--- src/rtl/mgpio_pkg.sv ---
package mgpio_pkg;
  localparam int IDX_W = 4;

  typedef enum logic [IDX_W-1:0] {
    REG_DIR   = 4'd0,
    REG_ANY   = 4'd1,
    REG_LEVEL = 4'd2,
    REG_HIGH  = 4'd3,
    REG_MASK  = 4'd4,
    REG_RAW   = 4'd5,
    REG_MSTAT = 4'd6,
    REG_CLR   = 4'd7,
    REG_DMAEN = 4'd8
  } reg_idx_e;
endpackage

--- src/rtl/mgpio_sync.sv ---
module mgpio_sync #(
  parameter int W = 8
) (
  input  logic         clk,
  input  logic         rst_n,
  input  logic [W-1:0] d_async,
  output logic [W-1:0] q_sync,
  output logic [W-1:0] q_prev
);
  logic [W-1:0] meta_q, sync_q, prev_q;

  always_ff @(posedge clk or negedge rst_n) begin
    if (!rst_n) begin
      meta_q <= '0;
      sync_q <= '0;
      prev_q <= '0;
    end else begin
      meta_q <= d_async;
      sync_q <= meta_q;
      prev_q <= sync_q;
    end
  end

  assign q_sync = sync_q;
  assign q_prev = prev_q;
endmodule

--- src/rtl/mgpio_sense.sv ---
module mgpio_sense #(
  parameter int NPINS = 8
) (
  input  logic             clk,
  input  logic             rst_n,
  input  logic [NPINS-1:0] lvl_now,
  input  logic [NPINS-1:0] lvl_prev,
  input  logic [NPINS-1:0] sel_any,
  input  logic [NPINS-1:0] sel_level,
  input  logic [NPINS-1:0] sel_high,
  input  logic [NPINS-1:0] clr,
  output logic [NPINS-1:0] hit,
  output logic [NPINS-1:0] raw
);
  logic [NPINS-1:0] edge_q, edge_d;

  for (genvar g = 0; g < NPINS; g++) begin : g_pin
    logic rise, fall;
    assign rise = lvl_now[g] & ~lvl_prev[g];
    assign fall = ~lvl_now[g] & lvl_prev[g];

    always_comb begin
      if (sel_level[g])      hit[g] = sel_high[g] ? lvl_now[g] : ~lvl_now[g];
      else if (sel_any[g])   hit[g] = rise | fall;
      else                   hit[g] = sel_high[g] ? rise : fall;
      edge_d[g] = sel_level[g] ? 1'b0 : (hit[g] | (edge_q[g] & ~clr[g]));
      raw[g]    = sel_level[g] ? hit[g] : edge_q[g];
    end

    // an edge seen in edge mode is latched on the next cycle
    a_r5_edge_latched: assert property (@(posedge clk) disable iff (!rst_n)
      (!sel_level[g] && hit[g]) |=> edge_q[g]);
    // any-edge mode latches every change of the synchronized level
    a_r6_any_edge: assert property (@(posedge clk) disable iff (!rst_n)
      (!sel_level[g] && sel_any[g] && (lvl_now[g] != lvl_prev[g])) |=> edge_q[g]);
    // level sensing keeps no latched state
    a_r7_level_no_latch: assert property (@(posedge clk) disable iff (!rst_n)
      (sel_level[g] && $past(sel_level[g])) |-> !edge_q[g]);
    // a latched bit only drops on a clear or a switch to level mode
    a_r8_clear_only: assert property (@(posedge clk) disable iff (!rst_n)
      $fell(edge_q[g]) |-> ($past(clr[g]) || $past(sel_level[g])));
  end

  always_ff @(posedge clk or negedge rst_n) begin
    if (!rst_n) edge_q <= '0;
    else        edge_q <= edge_d;
  end
endmodule

--- src/rtl/mgpio_port.sv ---
module mgpio_port
  import mgpio_pkg::*;
#(
  parameter int NPINS = 8,
  parameter int AW    = 12,
  parameter int DW    = 32
) (
  input  logic             clk,
  input  logic             rst_n,
  input  logic             bus_sel,
  input  logic             bus_wr,
  input  logic [AW-1:0]    bus_addr,
  input  logic [DW-1:0]    bus_wdata,
  output logic [DW-1:0]    bus_rdata,
  input  logic [NPINS-1:0] pin_in,
  output logic [NPINS-1:0] pin_out,
  output logic [NPINS-1:0] pin_oe,
  input  logic             dma_done_in,
  output logic             irq_out,
  output logic             dma_req_out
);
  localparam int NSRC    = NPINS + 1;
  localparam int WIN_LSB = 2;
  localparam int WIN_MSB = NPINS + 1;
  localparam int CFG_BIT = NPINS + 2;

  logic [NPINS-1:0] s_now, s_prev, hit, raw_pins, clr_pins, win_mask;
  logic [NPINS-1:0] dir_q, dir_d, any_q, any_d, lvl_q, lvl_d, high_q, high_d, dout_q, dout_d;
  logic [NSRC-1:0]  mask_q, mask_d, raw_all, mstat, clr_vec;
  logic             dmaen_q, dmaen_d, done_q, done_d;
  logic             wr_en, rd_en, upper_zero, in_win, in_cfg, win_wr, cfg_wr;
  reg_idx_e         idx;
  logic             unused_bits;

  assign unused_bits = ^{bus_wdata[DW-1:NSRC], bus_addr[1:0]};

  mgpio_sync #(.W(NPINS)) u_sync (
    .clk(clk), .rst_n(rst_n), .d_async(pin_in), .q_sync(s_now), .q_prev(s_prev)
  );

  mgpio_sense #(.NPINS(NPINS)) u_sense (
    .clk(clk), .rst_n(rst_n), .lvl_now(s_now), .lvl_prev(s_prev),
    .sel_any(any_q), .sel_level(lvl_q), .sel_high(high_q),
    .clr(clr_pins), .hit(hit), .raw(raw_pins)
  );

  // Address decode
  assign wr_en      = bus_sel & bus_wr;
  assign rd_en      = bus_sel & ~bus_wr;
  assign upper_zero = (bus_addr[AW-1:CFG_BIT+1] == '0);
  assign in_win     = upper_zero & ~bus_addr[CFG_BIT];
  assign in_cfg     = upper_zero & bus_addr[CFG_BIT] & (bus_addr[CFG_BIT-1:IDX_W+2] == '0);
  assign idx        = reg_idx_e'(bus_addr[IDX_W+1:2]);
  assign win_mask   = bus_addr[WIN_MSB:WIN_LSB];
  assign win_wr     = wr_en & in_win;
  assign cfg_wr     = wr_en & in_cfg;

  assign clr_vec  = (cfg_wr && idx == REG_CLR) ? bus_wdata[NSRC-1:0] : '0;
  assign clr_pins = clr_vec[NPINS-1:0];
  assign raw_all  = {done_q, raw_pins};
  assign mstat    = raw_all & mask_q;

  // Next-state logic
  always_comb begin
    dir_d   = dir_q;
    any_d   = any_q;
    lvl_d   = lvl_q;
    high_d  = high_q;
    mask_d  = mask_q;
    dmaen_d = dmaen_q;
    if (cfg_wr) begin
      case (idx)
        REG_DIR:   dir_d   = bus_wdata[NPINS-1:0];
        REG_ANY:   any_d   = bus_wdata[NPINS-1:0];
        REG_LEVEL: lvl_d   = bus_wdata[NPINS-1:0];
        REG_HIGH:  high_d  = bus_wdata[NPINS-1:0];
        REG_MASK:  mask_d  = bus_wdata[NSRC-1:0];
        REG_DMAEN: dmaen_d = bus_wdata[0];
        default:   ;
      endcase
    end
    dout_d = dout_q;
    if (win_wr)
      dout_d = (dout_q & ~(win_mask & dir_q)) | (bus_wdata[NPINS-1:0] & win_mask & dir_q);
    done_d = dma_done_in | (done_q & ~clr_vec[NPINS]);
  end

  // State registers
  always_ff @(posedge clk or negedge rst_n) begin
    if (!rst_n) begin
      dir_q   <= '0;
      any_q   <= '0;
      lvl_q   <= '0;
      high_q  <= '0;
      mask_q  <= '0;
      dmaen_q <= 1'b0;
      dout_q  <= '0;
      done_q  <= 1'b0;
    end else begin
      dir_q   <= dir_d;
      any_q   <= any_d;
      lvl_q   <= lvl_d;
      high_q  <= high_d;
      mask_q  <= mask_d;
      dmaen_q <= dmaen_d;
      dout_q  <= dout_d;
      done_q  <= done_d;
    end
  end

  // Read mux
  always_comb begin
    bus_rdata = '0;
    if (rd_en) begin
      if (in_win) begin
        bus_rdata[NPINS-1:0] = win_mask & ((dir_q & dout_q) | (~dir_q & s_now));
      end else if (in_cfg) begin
        case (idx)
          REG_DIR:   bus_rdata[NPINS-1:0] = dir_q;
          REG_ANY:   bus_rdata[NPINS-1:0] = any_q;
          REG_LEVEL: bus_rdata[NPINS-1:0] = lvl_q;
          REG_HIGH:  bus_rdata[NPINS-1:0] = high_q;
          REG_MASK:  bus_rdata[NSRC-1:0]  = mask_q;
          REG_RAW:   bus_rdata[NSRC-1:0]  = raw_all;
          REG_MSTAT: bus_rdata[NSRC-1:0]  = mstat;
          REG_DMAEN: bus_rdata[0]         = dmaen_q;
          default:   ;
        endcase
      end
    end
  end

  assign pin_out     = dout_q;
  assign pin_oe      = dir_q;
  assign irq_out     = |mstat;
  assign dma_req_out = dmaen_q & (|hit);

  // a direction write shows on the enables one cycle later
  a_r2_dir_write: assert property (@(posedge clk) disable iff (!rst_n)
    (cfg_wr && idx == REG_DIR) |=> (pin_oe == $past(bus_wdata[NPINS-1:0])));
  // no window write, no latch change
  a_r3_latch_hold: assert property (@(posedge clk) disable iff (!rst_n)
    !win_wr |=> $stable(pin_out));
  // a window write only touches selected output pins
  a_r3_select_only: assert property (@(posedge clk) disable iff (!rst_n)
    win_wr |=> (((pin_out ^ $past(pin_out)) & ~($past(win_mask) & $past(pin_oe))) == '0));
  // window reads carry nothing outside the select
  a_r4_read_masked: assert property (@(posedge clk) disable iff (!rst_n)
    (rd_en && in_win) |-> ((bus_rdata & ~DW'(win_mask)) == '0));
  // the interrupt needs at least one enabled source
  a_r9_irq_needs_mask: assert property (@(posedge clk) disable iff (!rst_n)
    irq_out |-> (mask_q != '0));
  // a completion pulse is latched
  a_r10_done_latch: assert property (@(posedge clk) disable iff (!rst_n)
    dma_done_in |=> done_q);
  // no request without the enable
  a_r11_req_gated: assert property (@(posedge clk) disable iff (!rst_n)
    dma_req_out |-> dmaen_q);
endmodule

--- config.mk ---
export PLATFORM = sky130hd
export DESIGN_NAME = mgpio_port
export DESIGN_NICKNAME = d
export VERILOG_FILES = /design/src/rtl/mgpio_pkg.sv /design/src/rtl/mgpio_sync.sv /design/src/rtl/mgpio_sense.sv /design/src/rtl/mgpio_port.sv
export SDC_FILE = /design/constraint.sdc
export NUM_CORES = 1
export LEC_CHECK = 0
export ABC_AREA = 1
export BUFFER_PORTS_ARGS = -buffer_cell sky130_fd_sc_hd__buf_2
export CAP_MARGIN = 20
export CORE_MARGIN = 1.5
export CORE_UTILIZATION = 45
export DETAILED_ROUTE_END_ITERATION = 16
export PLACE_DENSITY = 0.81
export REMOVE_ABC_BUFFERS = 1
export SYNTH_ARGS = -nofsm -noshare
export SYNTH_HDL_FRONTEND = slang
export SYNTH_SLANG_ARGS = --single-unit
export TNS_END_PERCENT = 10
--- constraint.sdc ---
create_clock -name clk -period 1.42 [get_ports clk]
set_clock_uncertainty 0.15 [all_clocks]
set_input_delay 0.071 -clock clk [delete_from_list [all_inputs] [get_ports clk]]
set_output_delay 0.071 -clock clk [all_outputs]
set_load 0.02 [all_outputs]
Yosys cells after proc, flatten, opt, wreduce, memory -nomap -nowiden

Index checks and enable logic that the tools add are counted.

Reduce and logical (&&, ||, !) cells: 11
Mux-type cells: 56
Bitwise logic cells: 90
Eq/ne operators: 8

Operators by type and width:

| cell                                                                  | number |
|---|---|
| 8-bit bitwise AND                                                     | 7 |
| 1-bit 2-to-1 mux                                                      | 49 |
| 7-bit one-hot mux with 7 select lines                                 | 1 |
| 1-bit bitwise AND                                                     | 33 |
| 1-bit inverter                                                        | 28 |
| 9-bit 2-to-1 mux                                                      | 3 |
| 1-bit OR                                                              | 17 |
| 4-bit by 3-bit equality test with 1-bit output, second input constant | 4 |
| 8-bit inverter                                                        | 2 |
| 8-bit OR                                                              | 2 |
| 2-bit AND reduction                                                   | 6 |
| 9-bit bitwise AND                                                     | 1 |
| 9-bit OR reduction                                                    | 1 |
| 4-bit by 2-bit equality test with 1-bit output, second input constant | 2 |
| 4-bit logical NOT                                                     | 2 |
| 8-bit 2-to-1 mux                                                      | 1 |
| 1-bit one-hot mux with 8 select lines                                 | 1 |
| 8-bit OR reduction                                                    | 1 |
| 4-bit by 1-bit equality test with 1-bit output, second input constant | 1 |
| 4-bit equality test, second input constant                            | 1 |
| 1-bit one-hot mux with 3 select lines                                 | 1 |
| 1-bit logical AND                                                     | 1 |

Input port bits: 57
Register bits: 83
Output and inout port bits: 50

Depth between registers and ports, before layout

Depth in word-level cells: 11
Gate-level depth with buffers: 10
Depth with buffers taken out: 10

Cells and area by module

From an unflattened synthesis, not the netlist that was laid out.

Cells, all modules: 634
Area total of the unflattened synthesis: 4845.9 um^2

By module, submodules not included:

| module      | area an instance (um^2) | cells an instance | times used | seq. area each (um^2) |
|---|---|---|---|---|
| mgpio_port  | 3246.9                  | 456               | 1          | 1276.2 |
| mgpio_sense | 998.5                   | 154               | 1          | 200.2 |
| mgpio_sync  | 600.6                   | 24                | 1          | 600.6 |

Least setup slack after synthesis

Ideal clock, no wire load.

Path kind: register to output
Start point: register u_sync.sync_q[4] (netlist: u_sync.q_sync[4])
End point: output port dma_req_out
Stages on the path, launching flop included: 10
Data required time: 1.199 ns
Path slack: -0.255 ns
Path buffers: 0
Arrival: 1.454 ns
Cell sequence: dfrtp_1 -> inv_1 -> ha_1 -> nor2_1 -> nor2_1 -> nand2_1 -> o21ai_0 -> nand2_1 -> nor2_1 -> a21oi_1

Longest elaborated chain between the ends: 7
Elaborated cells on any way between the ends: 10
Classes of those cells: mux: 4; bitwise: 5; reduce/logical: 1

RTL lines:

| what                                                | RTL line                             | text |
|---|---|---|
| start, declared                                     | mgpio_sync.sv:10                     | `logic [W-1:0] meta_q, sync_q, prev_q;` |
| start signal, assigned                              | mgpio_sync.sv:19                     | `sync_q <= meta_q;` |
| 1-bit inverter                                      | mgpio_sense.sv:20, mgpio_sense.sv:23 |  |
| 1-bit bitwise AND                                   | mgpio_sense.sv:20                    | `assign fall = ~lvl_now[g] & lvl_prev[g];` |
| 1-bit 2-to-1 mux / 1-bit OR (equally long branches) | mgpio_sense.sv:25, mgpio_sense.sv:24 |  |
| 1-bit 2-to-1 mux                                    | mgpio_sense.sv:24                    | `else if (sel_any[g]) hit[g] = rise \| fall;` |
| 1-bit 2-to-1 mux *                                  | mgpio_sense.sv:23                    | `if (sel_level[g]) hit[g] = sel_high[g] ? lvl_now[g] : ~lvl_now[g];` |
| 8-bit OR reduction *                                | mgpio_port.sv:136                    | `assign dma_req_out = dmaen_q & (\|hit);` |
| 1-bit bitwise AND *                                 | mgpio_port.sv:136                    |  |
| end, declared                                       | mgpio_port.sv:20                     | `output logic dma_req_out` |

Mark *: on every way between the ends. The rest lies on a longest branch, timed or not.

Final worst setup path

Start point: register u_sync.prev_q[3] (netlist: u_sync.q_prev[3])
End point: output port dma_req_out

Longest elaborated chain between the ends: 7
Elaborated cells on any way between the ends: 9
Classes of those cells: mux: 3; bitwise: 5; reduce/logical: 1

RTL lines:

| what                                                | RTL line                             | text |
|---|---|---|
| start, declared                                     | mgpio_sync.sv:10                     |  |
| start signal, assigned                              | mgpio_sync.sv:20                     | `prev_q <= sync_q;` |
| 1-bit inverter                                      | mgpio_sense.sv:19                    | `assign rise = lvl_now[g] & ~lvl_prev[g];` |
| 1-bit bitwise AND                                   | mgpio_sense.sv:19                    |  |
| 1-bit 2-to-1 mux / 1-bit OR (equally long branches) | mgpio_sense.sv:25, mgpio_sense.sv:24 |  |
| 1-bit 2-to-1 mux *                                  | mgpio_sense.sv:24                    |  |
| 1-bit 2-to-1 mux *                                  | mgpio_sense.sv:23                    |  |
| 8-bit OR reduction *                                | mgpio_port.sv:136                    |  |
| 1-bit bitwise AND *                                 | mgpio_port.sv:136                    |  |

Marks and branches as above.

==> results.sh <==
export IMPL_avgSynthCellArea_sq_um=7.44
export IMPL_final_cells=954
export IMPL_drv_cap=0
export IMPL_dr_pass1_iters=6
export IMPL_ys_seq_elements=83
export IMPL_gp_congestion=0.973
export IMPL_yosys_area_share_simple_pct=26.8
export IMPL_crit_path_max_incr_delay_ps=390
export IMPL_cts_tree="yes"
export IMPL_yosysUniqueCellTypes=22
export IMPL_area_delta_synth_final_pct=40.1
export IMPL_stdcell_area_sq_um=6530
export IMPL_nets=891
export IMPL_place_ws_ps=-407
export IMPL_via_per_inst=5.25
export IMPL_synthAdderAreaFrac_pct=4.30
export IMPL_row_count=36
export IMPL_critPathArrivalTime_ps=1890
export IMPL_fp_dieW_um=105
export IMPL_wirelength_mm=14.5
export IMPL_critPathKind="reg2out"
export IMPL_antenna_found_initial=0
export IMPL_htree_levels=3
export IMPL_core_area_sq_um=9910
export IMPL_cpMaxStageDelayCell="dfrtp_1"
export IMPL_fin_hold_ws_ps=25.6
export IMPL_hp_class="in2async"
export IMPL_setup_viol=15
export IMPL_cts_buffers=9
export IMPL_seq_area_frac_synth_pct=44.6
export IMPL_grt_total_usage_pct=27.2
export IMPL_worstMarginPinSlew_ps=541
export IMPL_ios=107
export IMPL_power_density_nw_per_um2=747
export IMPL_synthMuxAreaShare_pct=0
export IMPL_die_h_um=105
export IMPL_place_hpwl_mm=10.2
export IMPL_synthXorXnorAreaFrac_pct=0
export IMPL_port_buffers=58
export IMPL_cp_cell_sequence="ha_1, nor2_1, nor2_1, o21ai_1, nand2_1, nand2_1, nor2_2, a21oi_2, buf_4"
export IMPL_grt_ovfl_total=0
export IMPL_hold_viol=0
export IMPL_path_buf_inv=1
export IMPL_dpl_cell_area_sq_um=5810
export IMPL_slew_headroom_pct=63.9
export IMPL_yosysTopAreaCell="dfrtp_1"
export IMPL_cts_sinks=83
export IMPL_ys_top_cells_by_area="dfrtp_1, nand2_1, inv_1"
export IMPL_final_cell_mix="nand2_1, buf_4, dfrtp_1"
export IMPL_synth_top_family_by_area="simple AND/OR/NAND/NOR gates"
export IMPL_drt_initial_drc_count=387
export IMPL_fp_dieArea_sq_um=11000
export IMPL_critPathTopFamily="simple AND/OR/NAND/NOR gates"
export IMPL_cts_path_max_buffers=2
export IMPL_p_leak_nw=3.25
export IMPL_violations="setup timing"
export IMPL_start_util_pct=47.0
export IMPL_ant_nets=0
export IMPL_clk_pin_slew_worst_paths_ps=90
export IMPL_setup_worst_path_end_class="output port"
export IMPL_yosysTopAreaCellShare_pct=44.6
export IMPL_cp_data_required_time_ps=1200
export IMPL_startpoint_type="flip-flop"
export IMPL_worst_ir_drop_vdd_mv=0.818
export IMPL_rsz0062_at_grt="yes"
export IMPL_cts_root_buffer="clkbuf_8"
export IMPL_synth_compound_area_share_pct=12.8
export IMPL_dp_cells=910
export IMPL_outcome="finished with violations"
export IMPL_clk_latency_ps=370
export IMPL_grt_pass1_vias=4922
export IMPL_fmax_ghz=0.474
export IMPL_grt_pass1_wl_mm=23.5
export IMPL_wl_per_cell_um=15.2
export IMPL_antenna_cells=0
export IMPL_synth_warnings=0
export IMPL_tns_ps=-6150
export IMPL_layout_drive_gt1_share_pct=31.2
export IMPL_grt_max_degree=32
export IMPL_drc_errors=0
export IMPL_maxSlewViolCount=0
export IMPL_synth_cells=626
export IMPL_path_max_fanout=2
export IMPL_vias=5005
export IMPL_period_needed_ps=2110
export IMPL_syn_area_sq_um=4660
export IMPL_mostFrequentLayoutCell="nand2_1"
export IMPL_power_total_mw=4.87
export IMPL_fin_ws_ps=-688
export IMPL_fin_crit_sh_pct=148
export IMPL_final_util_pct=65.9
==> synthesized netlist by cell type, drive strengths merged <==
master / number
nand4: 5
or2: 1
o2111ai: 8
nand2: 163
inv: 86
nor2: 90
ha: 16
o21ai: 74
a21oi: 30
dfrtp: 83
a21boi: 1
buf: 30
nand3: 38
conb: 1
==> state kept, by name, indices dropped and copies added, names as in the netlist <==
name            flops
any_q               8
dmaen_q             1
done_q              1
high_q              8
lvl_q               8
mask_q              9
pin_oe              8
pin_out             8
u_sense.edge_q      8
u_sync.meta_q       8
u_sync.q_prev       8
u_sync.q_sync       8
==> worst register-to-register path, stage by stage (launching register included) <==
cell	delay [ps]
dfrtp_1	390
ha_1	300
nor2_1	90
nor2_1	50
o21ai_1	90
nand2_1	130
buf_4	160
buf_4	130
a21oi_2	120
==> report_power, final <==
group          leakage (nW)  internal [mW]  switching (mW)  total [mW]
clock network        0.0844          0.797           0.883        1.68
logic                  2.16          0.311           0.431       0.742
registers              1.01           2.41          0.0362        2.45
==> per-layer routing <==
layer,GRT usage (%),vias up,wire [um]
met5,0,-,0
met4,12.2,0,688
met3,6.18,67,1340
met2,43.7,286,6720
met1,34.9,2326,5770
li1,-,2326,-
==> cell families (layout without fill, tap and decap cells) <==
| logic type | count (synthesis) | in the layout |
|---|---|---|
| simple gates | 297 | 297 |
| buf+inv | 116 | 289 |
| compound gates | 113 | 113 |
| flops | 83 | 83 |
| other cells | 1 | 23 |
| fa+ha+maj | 16 | 16 |
==> path summary, 6_finish.rpt <==
path / start / end / slack, ps / cells past startpoint
setup reg to reg: u_sync.q_prev[3] / u_sense.edge_q[3] / -230 / 8
min in group clk: bus_addr[4] / pin_out[2] / 30 / 4
hold / removal: rst_n / u_sync.q_sync[4] / 30 / 2
setup / recovery: u_sync.q_prev[3] / dma_req_out / -690 / 9
hold reg to reg: u_sync.meta_q[2] / u_sync.q_sync[2] / 200 / 0
max in group asynchronous: rst_n / high_q[0] / 570 / 3
==> area by class of cell <==
type                       count  area [sq um]
fill                         791          3380
multi-input combinational    449          2330
sequential                    83          2080
timing repair buffer         189          1440
inverter                      86           323
tap                          133           166
clock buffer                  10           128
clock inverter                 4          53.8
==> repair_timing <==
item | 4_1_cts | 5_1_grt
endpoints found under the setup margin | 17 | 19
gates resized for setup | 51 | 42
endpoints found under the hold margin | 145 | 0
buffers inserted | 5 | 2
hold buffers | 23 | 0
pin swaps | 27 | 21
Note: power is estimated with default switching activity, not from simulation.
